[src/rtl/ubg_pkg.sv]
// Shared constants for the UART bit-clock generator.
// Assumes registers are addressed by word offset (byte address = offset << 2).
package ubg_pkg;
    localparam logic [3:0] OFS_DIV_LO   = 4'd0;
    localparam logic [3:0] OFS_DIV_HI   = 4'd1;
    localparam logic [3:0] OFS_MODE     = 4'd9;
    localparam logic [3:0] OFS_SCOUNT   = 4'd10;
    localparam logic [3:0] OFS_SPOINT   = 4'd11;
    localparam logic [3:0] OFS_RATEFIX  = 4'd13;

    typedef enum logic [1:0] {
        MODE_X16     = 2'd0,
        MODE_X16_ALT = 2'd1,
        MODE_X4      = 2'd2,
        MODE_PROG    = 2'd3
    } hs_mode_e;
endpackage

[src/rtl/ubg_regs.sv]
// Register bank: divisor latch (byte lanes, gated by dl_access), mode,
// sample count and sample point. Emits a restart pulse in the same cycle as
// any accepted write that alters bit timing. Rate-fix writes are ignored.
// Assumes DIV_W is a multiple of DATA_W.
module ubg_regs #(
    parameter int DIV_W  = 16,
    parameter int DATA_W = 8,
    parameter int SEL_W  = 4
) (
    input  logic              clk,
    input  logic              rst_n,
    input  logic              wr_en,
    input  logic [SEL_W-1:0]  reg_sel,
    input  logic [DATA_W-1:0] wr_data,
    input  logic              dl_access,
    output logic [DIV_W-1:0]  div_q,
    output logic [1:0]        mode_q,
    output logic [DATA_W-1:0] scount_q,
    output logic [DATA_W-1:0] spoint_q,
    output logic              restart
);
    import ubg_pkg::*;

    localparam int LANES = DIV_W / DATA_W;

    logic div_hit;

    // Divisor lanes, one register per byte, written only with dl_access set.
    for (genvar g = 0; g < LANES; g++) begin : g_div_lane
        always_ff @(posedge clk) begin
            if (!rst_n)
                div_q[g*DATA_W +: DATA_W] <= '0;
            else if (wr_en && dl_access && reg_sel == SEL_W'(g))
                div_q[g*DATA_W +: DATA_W] <= wr_data;
        end
    end

    // Mode, sample count and sample point registers.
    always_ff @(posedge clk) begin
        if (!rst_n) begin
            mode_q   <= MODE_X16;
            scount_q <= '0;
            spoint_q <= '1;
        end else if (wr_en) begin
            if (reg_sel == OFS_MODE)   mode_q   <= wr_data[1:0];
            if (reg_sel == OFS_SCOUNT) scount_q <= wr_data;
            if (reg_sel == OFS_SPOINT) spoint_q <= wr_data;
        end
    end

    // Restart request for any write that changes tick or bit length.
    always_comb begin
        div_hit = dl_access && (reg_sel < SEL_W'(LANES));
        restart = wr_en && (div_hit || reg_sel == OFS_MODE || reg_sel == OFS_SCOUNT);
    end
endmodule

[src/rtl/ubg_prescaler.sv]
// Divides the input clock by the divisor (0 treated as 1) into a one-cycle
// sample tick. Assumes restart arrives together with any divisor change.
module ubg_prescaler #(
    parameter int DIV_W = 16
) (
    input  logic             clk,
    input  logic             rst_n,
    input  logic             restart,
    input  logic [DIV_W-1:0] div,
    output logic             tick
);
    logic [DIV_W-1:0] cnt;
    logic [DIV_W-1:0] eff_last;

    // Terminal count of the prescaler.
    always_comb begin
        eff_last = (div == '0) ? '0 : div - 1'b1;
        tick     = rst_n && (cnt == eff_last);
    end

    // Prescaler counter with synchronous clear on reset and restart.
    always_ff @(posedge clk) begin
        if (!rst_n || restart) cnt <= '0;
        else if (tick)         cnt <= '0;
        else                   cnt <= cnt + 1'b1;
    end
endmodule

[src/rtl/ubg_sample_ctr.sv]
// Counts sample ticks within a bit. Selects the bit length and mid-bit index
// from the mode. Assumes restart arrives with any mode or count change.
module ubg_sample_ctr #(
    parameter int CNT_W = 8
) (
    input  logic             clk,
    input  logic             rst_n,
    input  logic             restart,
    input  logic             tick,
    input  logic [1:0]       mode,
    input  logic [CNT_W-1:0] scount,
    input  logic [CNT_W-1:0] spoint,
    output logic             bit_edge,
    output logic             mid
);
    import ubg_pkg::*;

    logic [CNT_W-1:0] idx;
    logic [CNT_W-1:0] last_idx;
    logic [CNT_W-1:0] mid_idx;

    // Per-mode bit length and sampling point.
    always_comb begin
        case (mode)
            MODE_X4: begin
                last_idx = CNT_W'(3);
                mid_idx  = CNT_W'(1);
            end
            MODE_PROG: begin
                last_idx = scount;
                mid_idx  = spoint;
            end
            default: begin
                last_idx = CNT_W'(15);
                mid_idx  = CNT_W'(7);
            end
        endcase
        bit_edge = tick && (idx == last_idx);
        mid      = tick && (idx == mid_idx);
    end

    // In-bit tick index, wrapping at the end of each bit.
    always_ff @(posedge clk) begin
        if (!rst_n || restart) idx <= '0;
        else if (bit_edge)     idx <= '0;
        else if (tick)         idx <= idx + 1'b1;
    end
endmodule

[src/rtl/uart_bitclk_gen.sv]
// Top of the multi-mode UART bit-clock generator: register bank, clock
// prescaler and in-bit sample counter. Assumes a single clock domain and
// that dl_access is already synchronous to clk.
module uart_bitclk_gen #(
    parameter int DIV_W  = 16,
    parameter int DATA_W = 8,
    parameter int SEL_W  = 4
) (
    input  logic              clk,
    input  logic              rst_n,
    input  logic              wr_en,
    input  logic [SEL_W-1:0]  reg_sel,
    input  logic [DATA_W-1:0] wr_data,
    input  logic              dl_access,
    output logic              sample_tick,
    output logic              bit_edge,
    output logic              mid_strobe
);
    logic [DIV_W-1:0]  cfg_div;
    logic [1:0]        cfg_mode;
    logic [DATA_W-1:0] cfg_scount;
    logic [DATA_W-1:0] cfg_spoint;
    logic              cfg_restart;

    ubg_regs #(.DIV_W(DIV_W), .DATA_W(DATA_W), .SEL_W(SEL_W)) i_regs (
        .clk(clk), .rst_n(rst_n), .wr_en(wr_en), .reg_sel(reg_sel),
        .wr_data(wr_data), .dl_access(dl_access), .div_q(cfg_div),
        .mode_q(cfg_mode), .scount_q(cfg_scount), .spoint_q(cfg_spoint),
        .restart(cfg_restart)
    );

    ubg_prescaler #(.DIV_W(DIV_W)) i_presc (
        .clk(clk), .rst_n(rst_n), .restart(cfg_restart), .div(cfg_div),
        .tick(sample_tick)
    );

    ubg_sample_ctr #(.CNT_W(DATA_W)) i_sctr (
        .clk(clk), .rst_n(rst_n), .restart(cfg_restart), .tick(sample_tick),
        .mode(cfg_mode), .scount(cfg_scount), .spoint(cfg_spoint),
        .bit_edge(bit_edge), .mid(mid_strobe)
    );
endmodule

[config.mk]
export PLATFORM = sky130hd
export DESIGN_NAME = uart_bitclk_gen
export DESIGN_NICKNAME = d
export VERILOG_FILES = /design/src/rtl/ubg_pkg.sv /design/src/rtl/ubg_regs.sv /design/src/rtl/ubg_prescaler.sv /design/src/rtl/ubg_sample_ctr.sv /design/src/rtl/uart_bitclk_gen.sv
export SDC_FILE = /design/constraint.sdc
export NUM_CORES = 1
export LEC_CHECK = 0
export ABC_AREA = 1
export BUFFER_PORTS_ARGS = -buffer_cell sky130_fd_sc_hd__buf_2
export CAP_MARGIN = 15
export CORE_ASPECT_RATIO = 0.5
export CORE_MARGIN = 2
export CORE_UTILIZATION = 50
export CTS_CLUSTER_DIAMETER = 120
export CTS_CLUSTER_SIZE = 25
export DETAILED_ROUTE_END_ITERATION = 16
export HOLD_SLACK_MARGIN = 0.12
export PLACE_DENSITY = 0.75
export SLEW_MARGIN = 40
export SYNTH_ARGS = -nofsm -noshare
export SYNTH_HDL_FRONTEND = slang
export SYNTH_SLANG_ARGS = --single-unit
[constraint.sdc]
create_clock -name clk -period 4.05 [get_ports clk]
set_clock_uncertainty 0.15 [all_clocks]
set_input_delay 0.405 -clock clk [delete_from_list [all_inputs] [get_ports clk]]
set_output_delay 0.405 -clock clk [all_outputs]
set_load 0.005 [all_outputs]
# Word-level counts from Yosys, hierarchy flattened
# Index checks and enable logic that the tools add are counted.
[op_classes]
reduce_logical = 19
mux = 3
bitwise = 0
n_eq_ne = 9
mul = 0
div_mod_pow = 0
shift = 0
n_lt_le_gt_ge = 1
n_addsub = 3
[op_table]
columns = ["operator", "count"]
rows = [
  ["$pmux W8 S2", 2],
  ["$add A16 B1 Y16 const B", 1],
  ["$eq A16 B16 Y1", 1],
  ["$eq A8 B8 Y1", 2],
  ["$logic_not A16 Y1", 1],
  ["$mux W16", 1],
  ["$sub A16 B1 Y16 const B", 1],
  ["$eq A4 B4 Y1 const B", 3],
  ["$add A8 B1 Y8 const B", 1],
  ["$logic_and A1 B1 Y1", 8],
  ["$reduce_and A2 Y1", 3],
  ["$eq A2 B2 Y1 const B", 2],
  ["$eq A4 B1 Y1 const B", 1],
  ["$logic_not A4 Y1", 1],
  ["$lt A4 B2 Y1 const B", 1],
  ["$reduce_or A2 Y1", 2],
  ["$logic_or A1 B1 Y1", 3],
  ["$logic_not A1 Y1", 1],
]
[word_totals]
rom_bits = 0
ramBits = 0
in_bits = 16
elab_cells = 42
out_inout_bits = 3
latch_bits = 0
regBits = 58
memories = 0

# Logic depth before layout (Yosys ltp)
# Gate-level depths: netlist of the first run.
[logic_depth]
ltp_word = 7
ltp_mapped = 17
mapped_depth_nobuf = 17

# Modules after synthesis
# Synthesis of the first run repeated with hierarchy kept, for this count alone.
[unflattened]
hier_cells = 595
area_unflattened_um2 = 3721.1
[modules_own_cells]
columns = ["module", "seq_area_each_um2", "cells_per_inst", "instances", "area_each_um2"]
rows = [
  ["ubg_regs", 680.7, 227, 1, 1526.5],
  ["ubg_prescaler", 320.3, 250, 1, 1483.9],
  ["ubg_sample_ctr", 160.2, 118, 1, 710.7],
]

# Least setup slack after synthesis of the first run
# OpenSTA, ideal clock, no wires.
[synth_timing]
path_type = "flip-flop to output port"
startpoint = "reg i_regs.div_q[0]"
endpoint = "out mid_strobe"
path_stages_with_launch = 14
required_ps = 3495
arrival_ps = 2003
n_path_buf = 1
slack_ps = 1492
cell_sequence = "dfxtp_1 > clkinv_1 > ha_1 > nand2_2 > nor2_4 > nand2_4 > buf_2 > nand3_1 > nand2_1 > nand3_1 > nor2_1 > nand3_1 > nor2_2 > and3_1"
[synth_via]
elab_chain_len = 5
elab_cells_between_ends = 6
classes_between = "add/sub (1); eq/ne (1); mux (1); reduce/logical (3)"
[synth_lines]
columns = ["element", "line_no", "text"]
rows = [
  ["start: declaration", "ubg_regs.sv:16", "output logic [DIV_W-1:0] div_q,"],
  ["start signal: indexed assignment", "ubg_regs.sv:34", "div_q[g*DATA_W +: DATA_W] <= wr_data;"],
  ["$sub A16 B1 Y16 or $logic_not A16 Y1 (tied branches)", "ubg_prescaler.sv:17", "eff_last = (div == '0) ? '0 : div - 1'b1;"],
  ["$mux W16 (*)", "ubg_prescaler.sv:17", ""],
  ["$eq A16 B16 Y1 (*)", "ubg_prescaler.sv:18", "tick = rst_n && (cnt == eff_last);"],
  ["$logic_and A1 B1 Y1 (*)", "ubg_prescaler.sv:18", ""],
  ["via sample_tick", "uart_bitclk_gen.sv:15", "output logic sample_tick,"],
  ["$logic_and A1 B1 Y1 (*)", "ubg_sample_ctr.sv:39", "mid = tick && (idx == mid_idx);"],
  ["end: declaration", "uart_bitclk_gen.sv:17", "output logic mid_strobe"],
]
# The timed path passes the listed nets; every way through them passes the cells marked *.

# Final worst setup path of the first run
[layout_timing]
startpoint = "reg i_regs.div_q[0]"
endpoint = "out mid_strobe"
[layout_via]
elab_chain_len = 5
elab_cells_between_ends = 6
classes_between = "add/sub (1); eq/ne (1); mux (1); reduce/logical (3)"
[layout_lines]
columns = ["element", "line_no"]
rows = [
  ["$sub A16 B1 Y16 or $logic_not A16 Y1 (tied branches)", "ubg_prescaler.sv:17"],
  ["$mux W16 (*)", "ubg_prescaler.sv:17"],
  ["$eq A16 B16 Y1 (*)", "ubg_prescaler.sv:18"],
  ["$logic_and A1 B1 Y1 (*)", "ubg_prescaler.sv:18"],
  ["$logic_and A1 B1 Y1 (*)", "ubg_sample_ctr.sv:39"],
]
# Mark *: on every way between the ends. The rest lies on a longest branch, timed or not.

==> flow_summary_export.csv, run 1 <==
group,metric,value,unit
status,status,"completed",
floorplanning,die_area,0.00793,mm²
synth,synth_area_leaders,"dfxtp_1 32%, nand2_1 15%, nand3_1 7.6%, nor2_1 7.3%, xor2_1 6.8%",
clocking,clk_pin_slew_worst_paths,50,ps
finish,multi_input_area,0.00212,mm²
finish,syn_to_final_growth,11.9,%
sta,hold_viol,0,
pwr,ir_drop,0.000344,V
sta,max_freq,0.290,GHz
pwr,p_seq_share,37.0,%
finish,nets,598,
sta,worst_pin_slew,649,ps
sta,setup_viol,0,
routing,ant_nets,0,
critical_path,critPathCaptureType,"primary output",
sta,period_share,85.0,%
pwr,p_leak,1.75,nW
pwr,switching_share,28.6,%
clocking,h-tree-depth,3,
global_route,track_usage,24.6,%
routing,drt-initial-drc-count,295,
placement,io_buffers,18,
placement,place_area,0.00373,mm²
routing,via_per_inst,5.19,
sta,slew_headroom,56.6,%
synth,ys.warnings.count,0,
pwr,total_power,1.60,mW
pwr,clockPowerShare,46.5,%
clocking,cts_hold_buffers,0,
global_route,grt_first_pass_wirelength,14900,µm
global_route,grt.overflow.total,0,
sta,final.min_clock_period,3440,ps
synth,synth_commonest_cells,"141 x nand2_1, 70 x nor2_1, 62 x inv_1",
routing,dr.pass1.iters,4,
critical_path,required,3490,ps
floorplanning,rows,21,
critical_path,arrival,2890,ps
synth,syn-num-nets,581,
worst_hold_path,hp-class,"input pin to register",
routing,wirelength,8920,µm
pwr,internal_power,1.14,mW
synth,synth_seq_cells,58,
critical_path,crit_fanout,34,
synth,syn_inst,562,
clocking,post_cts_resized,0,
pwr,combPwrFrac,16.5,%
finish,final_cells,676,
clocking,clock_sinks,58,
clocking,cts_root_buf,"clkbuf_16",
synth,ys_async_sr_fraction,0,%
clocking,numCtsBuffers,9,
synth,synth_area,0.00360,mm²
synth,synth.most_common_cell,"nand2_1",
finish,drive_gt1_share,10.3,%
sta,rsz0062_at_grt,"false",
placement,place_inst,660,
routing,wire_per_inst,13.2,µm
finish,diodes,0,
floorplanning,die_y,64.0,µm
job,cap_violations,0,
finish,register_area,0.00116,mm²
synth,synth_top_area_cell,"dfxtp_1",
clocking,post_cts_buffers,0,
synth,seq_area_frac_synth,32.3,%
finish,nFillCells,645,
critical_path,worst_setup_path_start_kind,"register",
floorplanning,dieWidth,124,µm
pwr,p_sw,0.457,mW
global_route,antenna_found_initial,0,
global_route,grt_start_max_net_pins,44,
clocking,cts_buffer_depth,2,
sta,slew_viol_final,0,
finish,fin_area,0.00403,mm²
placement,dp_hpwl,6410,µm
global_route,grt_pass1_vias,3119,
synth,synth_top_area_share,32.3,%
placement,place.gp.congestion,0.860,
sta,tns,0,ps
clocking,clock_latency,330,ps
pwr,p_per_area,396,mW/mm²
synth,synthDistinctLibCells,28,
floorplanning,initial_core_util,52.7,%
routing,vias,3507,
synth,synth_ff_type,"dfxtp_1",
floorplanning,core,0.00683,mm²
synth,synth_edf_count,0,
synth,postSynthAreaPerCell,6.40,µm²
routing,route.detailed.drc,0,
critical_path,crit_type,"register to primary output",
floorplanning,pin_count,19,
clocking,cts_tree,"done",
==> cells by family after synthesis <==
kind of cell             synth area share [%]
AND/OR/NAND/NOR                          41.2
adder cells (fa/ha/maj)                  1.04
XOR/XNOR                                 7.06
buffers and inverters                    8.90
flip-flops                               32.3
AO/OA/AOI/OAI                            9.49
==> cell usage in the layout, fill, tap and decap left out, types with 16 or more instances in the layout <==
cell type  netlist  routed
inv_1           62      62
nor2_1          70      70
nand4_1         19      19
nand3_1         55      55
o21ai_0         34      34
xor2_1          28      28
nor2_2          16      16
nand2_1        141     141
a21oi_1         33      33
dfxtp_1         58      58
buf_2            1      18
==> critical path: stages (launching register included) <==
cell	delay, ps
dfxtp_1	310
clkinv_1	190
ha_1	340
nand2_2	170
nor2_4	60
nand2_4	260
nand2_1	120
nand2_1	110
nand2_1	50
nor2_1	80
nand2_1	60
nor2_1	90
nand3_1	80
nor2_2	270
and3_1	230
buf_2	110
==> power groups by stage <==
stage                     clock network (mW)  registers (mW)  logic, mW
after floorplan                            0           0.599      0.211
after global placement                     0           0.601      0.257
after detailed placement                   0           0.601      0.259
after CTS                              0.750           0.590      0.261
after global routing                   0.781           0.591      0.296
final                                  0.742           0.590      0.264
==> per-stage QoR <==
| step | hold WS, ps | utilization, % | worst slack (ps) |
|---|---|---|---|
| finish | 215 | 59.0 | 607 |
| global route | 238 | 59.0 | 387 |
| CTS | 207 | 58.9 | 637 |
| detailed placement | 295 | 54.7 | 1040 |
| global placement | 289 | 54.7 | 1130 |
| floorplan | 279 | - | 1490 |
==> worst paths after layout <==
kind                            slack, ps  cells after the start                            start                         endpoint
worst max-delay path                  610                     15     i_regs.div_q[0]$_SDFFE_PN0P_                       mid_strobe
worst min-delay path                  220                      3                       wr_data[4]  i_regs.spoint_q[4]$_SDFFE_PN1P_
worst max register to register       1150                     14     i_regs.div_q[0]$_SDFFE_PN0P_        i_presc.cnt[7]$_SDFF_PP0_
worst min register to register        310                      2  i_regs.spoint_q[4]$_SDFFE_PN1P_  i_regs.spoint_q[4]$_SDFFE_PN1P_
==> sequential cells by signal, summed over array words and instances (netlist names) <==
name / flops
i_regs.spoint_q: 8
i_regs.scount_q: 8
i_sctr.idx: 8
i_presc.cnt: 16
i_regs.mode_q: 2
i_regs.div_q: 16
==> metal layers <==
metal  wire (µm)  vias to the layer above  global-route usage [%]  share of wire, %
li1            -                     1849                       -                 -
met1        4380                     1559                    33.8                49
met2        3900                       85                    37.5                44
met5           0                        -                       0                 0
met4         125                        0                    8.15               1.4
met3         513                       14                    6.52               5.8
==> cell type report <==
| class | count | area share [%] |
|---|---|---|
| clock buffer | 11 | 5.78 |
| clock inverter | 5 | 1.37 |
| inverter | 65 | 6.06 |
| multi-input combinational | 426 | 52.7 |
| sequential | 58 | 28.8 |
| tap | 92 | 2.86 |
| timing repair buffer | 19 | 2.42 |
No activity file was read; power rests on OpenSTA's default activity.
==> inputs of run 2 (changes only) <==
--- a/config.mk
+++ b/config.mk
@@ -16,6 +16,8 @@
 export DETAILED_ROUTE_END_ITERATION = 16
 export HOLD_SLACK_MARGIN = 0.12
 export PLACE_DENSITY = 0.75
+export RECOVER_POWER = 100
+export SKIP_CTS_REPAIR_TIMING = 1
 export SLEW_MARGIN = 40
 export SYNTH_ARGS = -nofsm -noshare
 export SYNTH_HDL_FRONTEND = slang
==> run 2 against run 1 <==
Compared with the run above:
- setup slack worse by 71 ps
- largest cell class unchanged
- largest power group unchanged
- sequential share of layout area grew 0.18 points
- clock power about the same
- critical endpoint unchanged
- register-to-register slack lost 450 ps
- via count is essentially flat
==> flow_summary_export.csv, run 2 (same netlist as run 1, synthesis figures left out) <==
group,metric,value,unit
sta,max_freq,0.285,GHz
clocking,cts_tree,"done",
routing,wire_per_inst,13.1,µm
pwr,p_leak,1.74,nW
sta,hold_viol,0,
routing,vias,3510,
pwr,clockPowerShare,46.6,%
clocking,cts_root_buf,"clkbuf_16",
sta,worst_pin_slew,862,ps
finish,final_common_cell,"nand2_1",
clocking,clock_latency,330,ps
clocking,cts_buffer_depth,2,
pwr,p_sw,0.454,mW
floorplanning,die_y,64.0,µm
clocking,numCtsBuffers,9,
routing,wirelength,8860,µm
floorplanning,die_area,0.00793,mm²
critical_path,cp_num_buf_inv,2,
pwr,p_seq_share,37.1,%
placement,io_buffers,18,
status,status,"completed",
finish,drive_gt1_share,9.25,%
sta,slew_viol_final,0,
finish,nets,598,
critical_path,critPathLaunch,"i_regs.div_q[0]$_SDFFE_PN0P_",
job,cap_violations,0,
floorplanning,core,0.00683,mm²
routing,via_per_inst,5.19,
finish,diodes,0,
critical_path,crit_type,"register to primary output",
finish,fin_area,0.00400,mm²
critical_path,worst_setup_path_start_kind,"register",
sta,setup_viol,0,
critical_path,critPathTopFamily,"simple AND/OR/NAND/NOR gates",
floorplanning,initial_core_util,52.7,%
sta,period_share,86.8,%
finish,layout_common_cells,"143 x nand2_1, 71 x nor2_1, 62 x inv_1",
critical_path,crit_fanout,34,
placement,place.gp.congestion,0.860,
critical_path,cp_cell_sequence,"clkinv_1 > ha_1 > nand2_1 > nor2_1 > nand2_4 > nand2_1 > nand2_1 > nand2_1 > nor2_1 > nand2_1 > nor2_1 > nand3_1 > nor2_2 > and3_1 > buf_2",
routing,drt-initial-drc-count,229,
critical_path,timing.critical_path.mode_cell,"nand2_1",
routing,ant_nets,0,
finish,multi_input_area,0.00210,mm²
pwr,ir_drop,0.000343,V
critical_path,crit_slowest_cell,"ha_1",
critical_path,arrival,2960,ps
worst_hold_path,hp-class,"input pin to register",
finish,top_regs,"i_presc.cnt x16, i_regs.div_q x16",
placement,place_area,0.00373,mm²
critical_path,reg2reg_from,"i_regs.div_q[0]$_SDFFE_PN0P_",
routing,dr.pass1.iters,4,
finish,final_util,58.6,%
routing,route.detailed.drc,0,
clocking,h-tree-depth,3,
finish,nFillCells,649,
finish,syn_to_final_growth,11.2,%
floorplanning,dieWidth,124,µm
global_route,grt_first_pass_wirelength,14900,µm
global_route,grt_start_max_net_pins,44,
clocking,clock_sinks,58,
sta,tns,0,ps
pwr,combPwrFrac,16.4,%
pwr,internal_power,1.14,mW
placement,dp_hpwl,6410,µm
sta,final.min_clock_period,3510,ps
finish,register_area,0.00116,mm²
critical_path,regToRegSetupSlack,700,ps
clocking,clk_pin_slew_worst_paths,50,ps
pwr,switching_share,28.5,%
critical_path,required,3490,ps
global_route,antenna_found_initial,0,
critical_path,critPathCaptureType,"primary output",
floorplanning,rows,21,
worst_hold_path,worstHoldStart,"wr_data[7]",
critical_path,cpPeakStageDelay,340,ps
sta,rsz0062_at_grt,"false",
global_route,grt_pass1_vias,3119,
floorplanning,pin_count,19,
global_route,track_usage,24.6,%
global_route,grt.overflow.total,0,
pwr,p_per_area,398,mW/mm²
sta,slew_headroom,42.1,%
-- run 2: final timing paths --
path / depth (start not counted) / endpoint
min: 3 / i_regs.spoint_q[7]$_SDFFE_PN1P_
max: 15 / mid_strobe
max reg2reg: 14 / i_presc.cnt[7]$_SDFF_PP0_
min reg2reg: 2 / i_regs.spoint_q[4]$_SDFFE_PN1P_
-- run 2: stage by stage --
step                setup WS, ps  hold WS [ps]  power [mW]  instances
detailed placement          1040           295       0.861        660
floorplan                   1490           279       0.810        562
global placement            1130           289       0.859        660
global route                 287           238        1.67        676
CTS                          637           207        1.60        676
finish                       536           213        1.59        676
-- run 2: layer usage --
metal | vias to the layer above | part of all wire [%] | track usage, %
met3 | 16 | 6.4 | 6.52
met2 | 97 | 44 | 37.5
met5 | - | 0 | 0
li1 | 1843 | - | -
met4 | 0 | 1.5 | 8.15
met1 | 1554 | 48 | 33.8
-- run 2: power groups by stage --
| stage | combinational (mW) | clock (mW) | sequential (mW) |
|---|---|---|---|
| floorplan | 0.211 | 0 | 0.599 |
| global placement | 0.257 | 0 | 0.601 |
| detailed placement | 0.259 | 0 | 0.601 |
| CTS | 0.261 | 0.750 | 0.590 |
| global route | 0.294 | 0.781 | 0.591 |
| finish | 0.260 | 0.742 | 0.590 |
-- run 2: final cells by class --
type	count	share of cell area, %
clock inverter	5	1.38
sequential	58	29.0
tap	92	2.88
inverter	65	6.10
multi-input combinational	426	52.5
timing repair buffer	19	2.38
clock buffer	11	5.81
-- run 2: tightest hold or removal path, delay by kind of cell --
kind	cells	cell delay, ps
buf+inv	1	130
simple gates	2	130
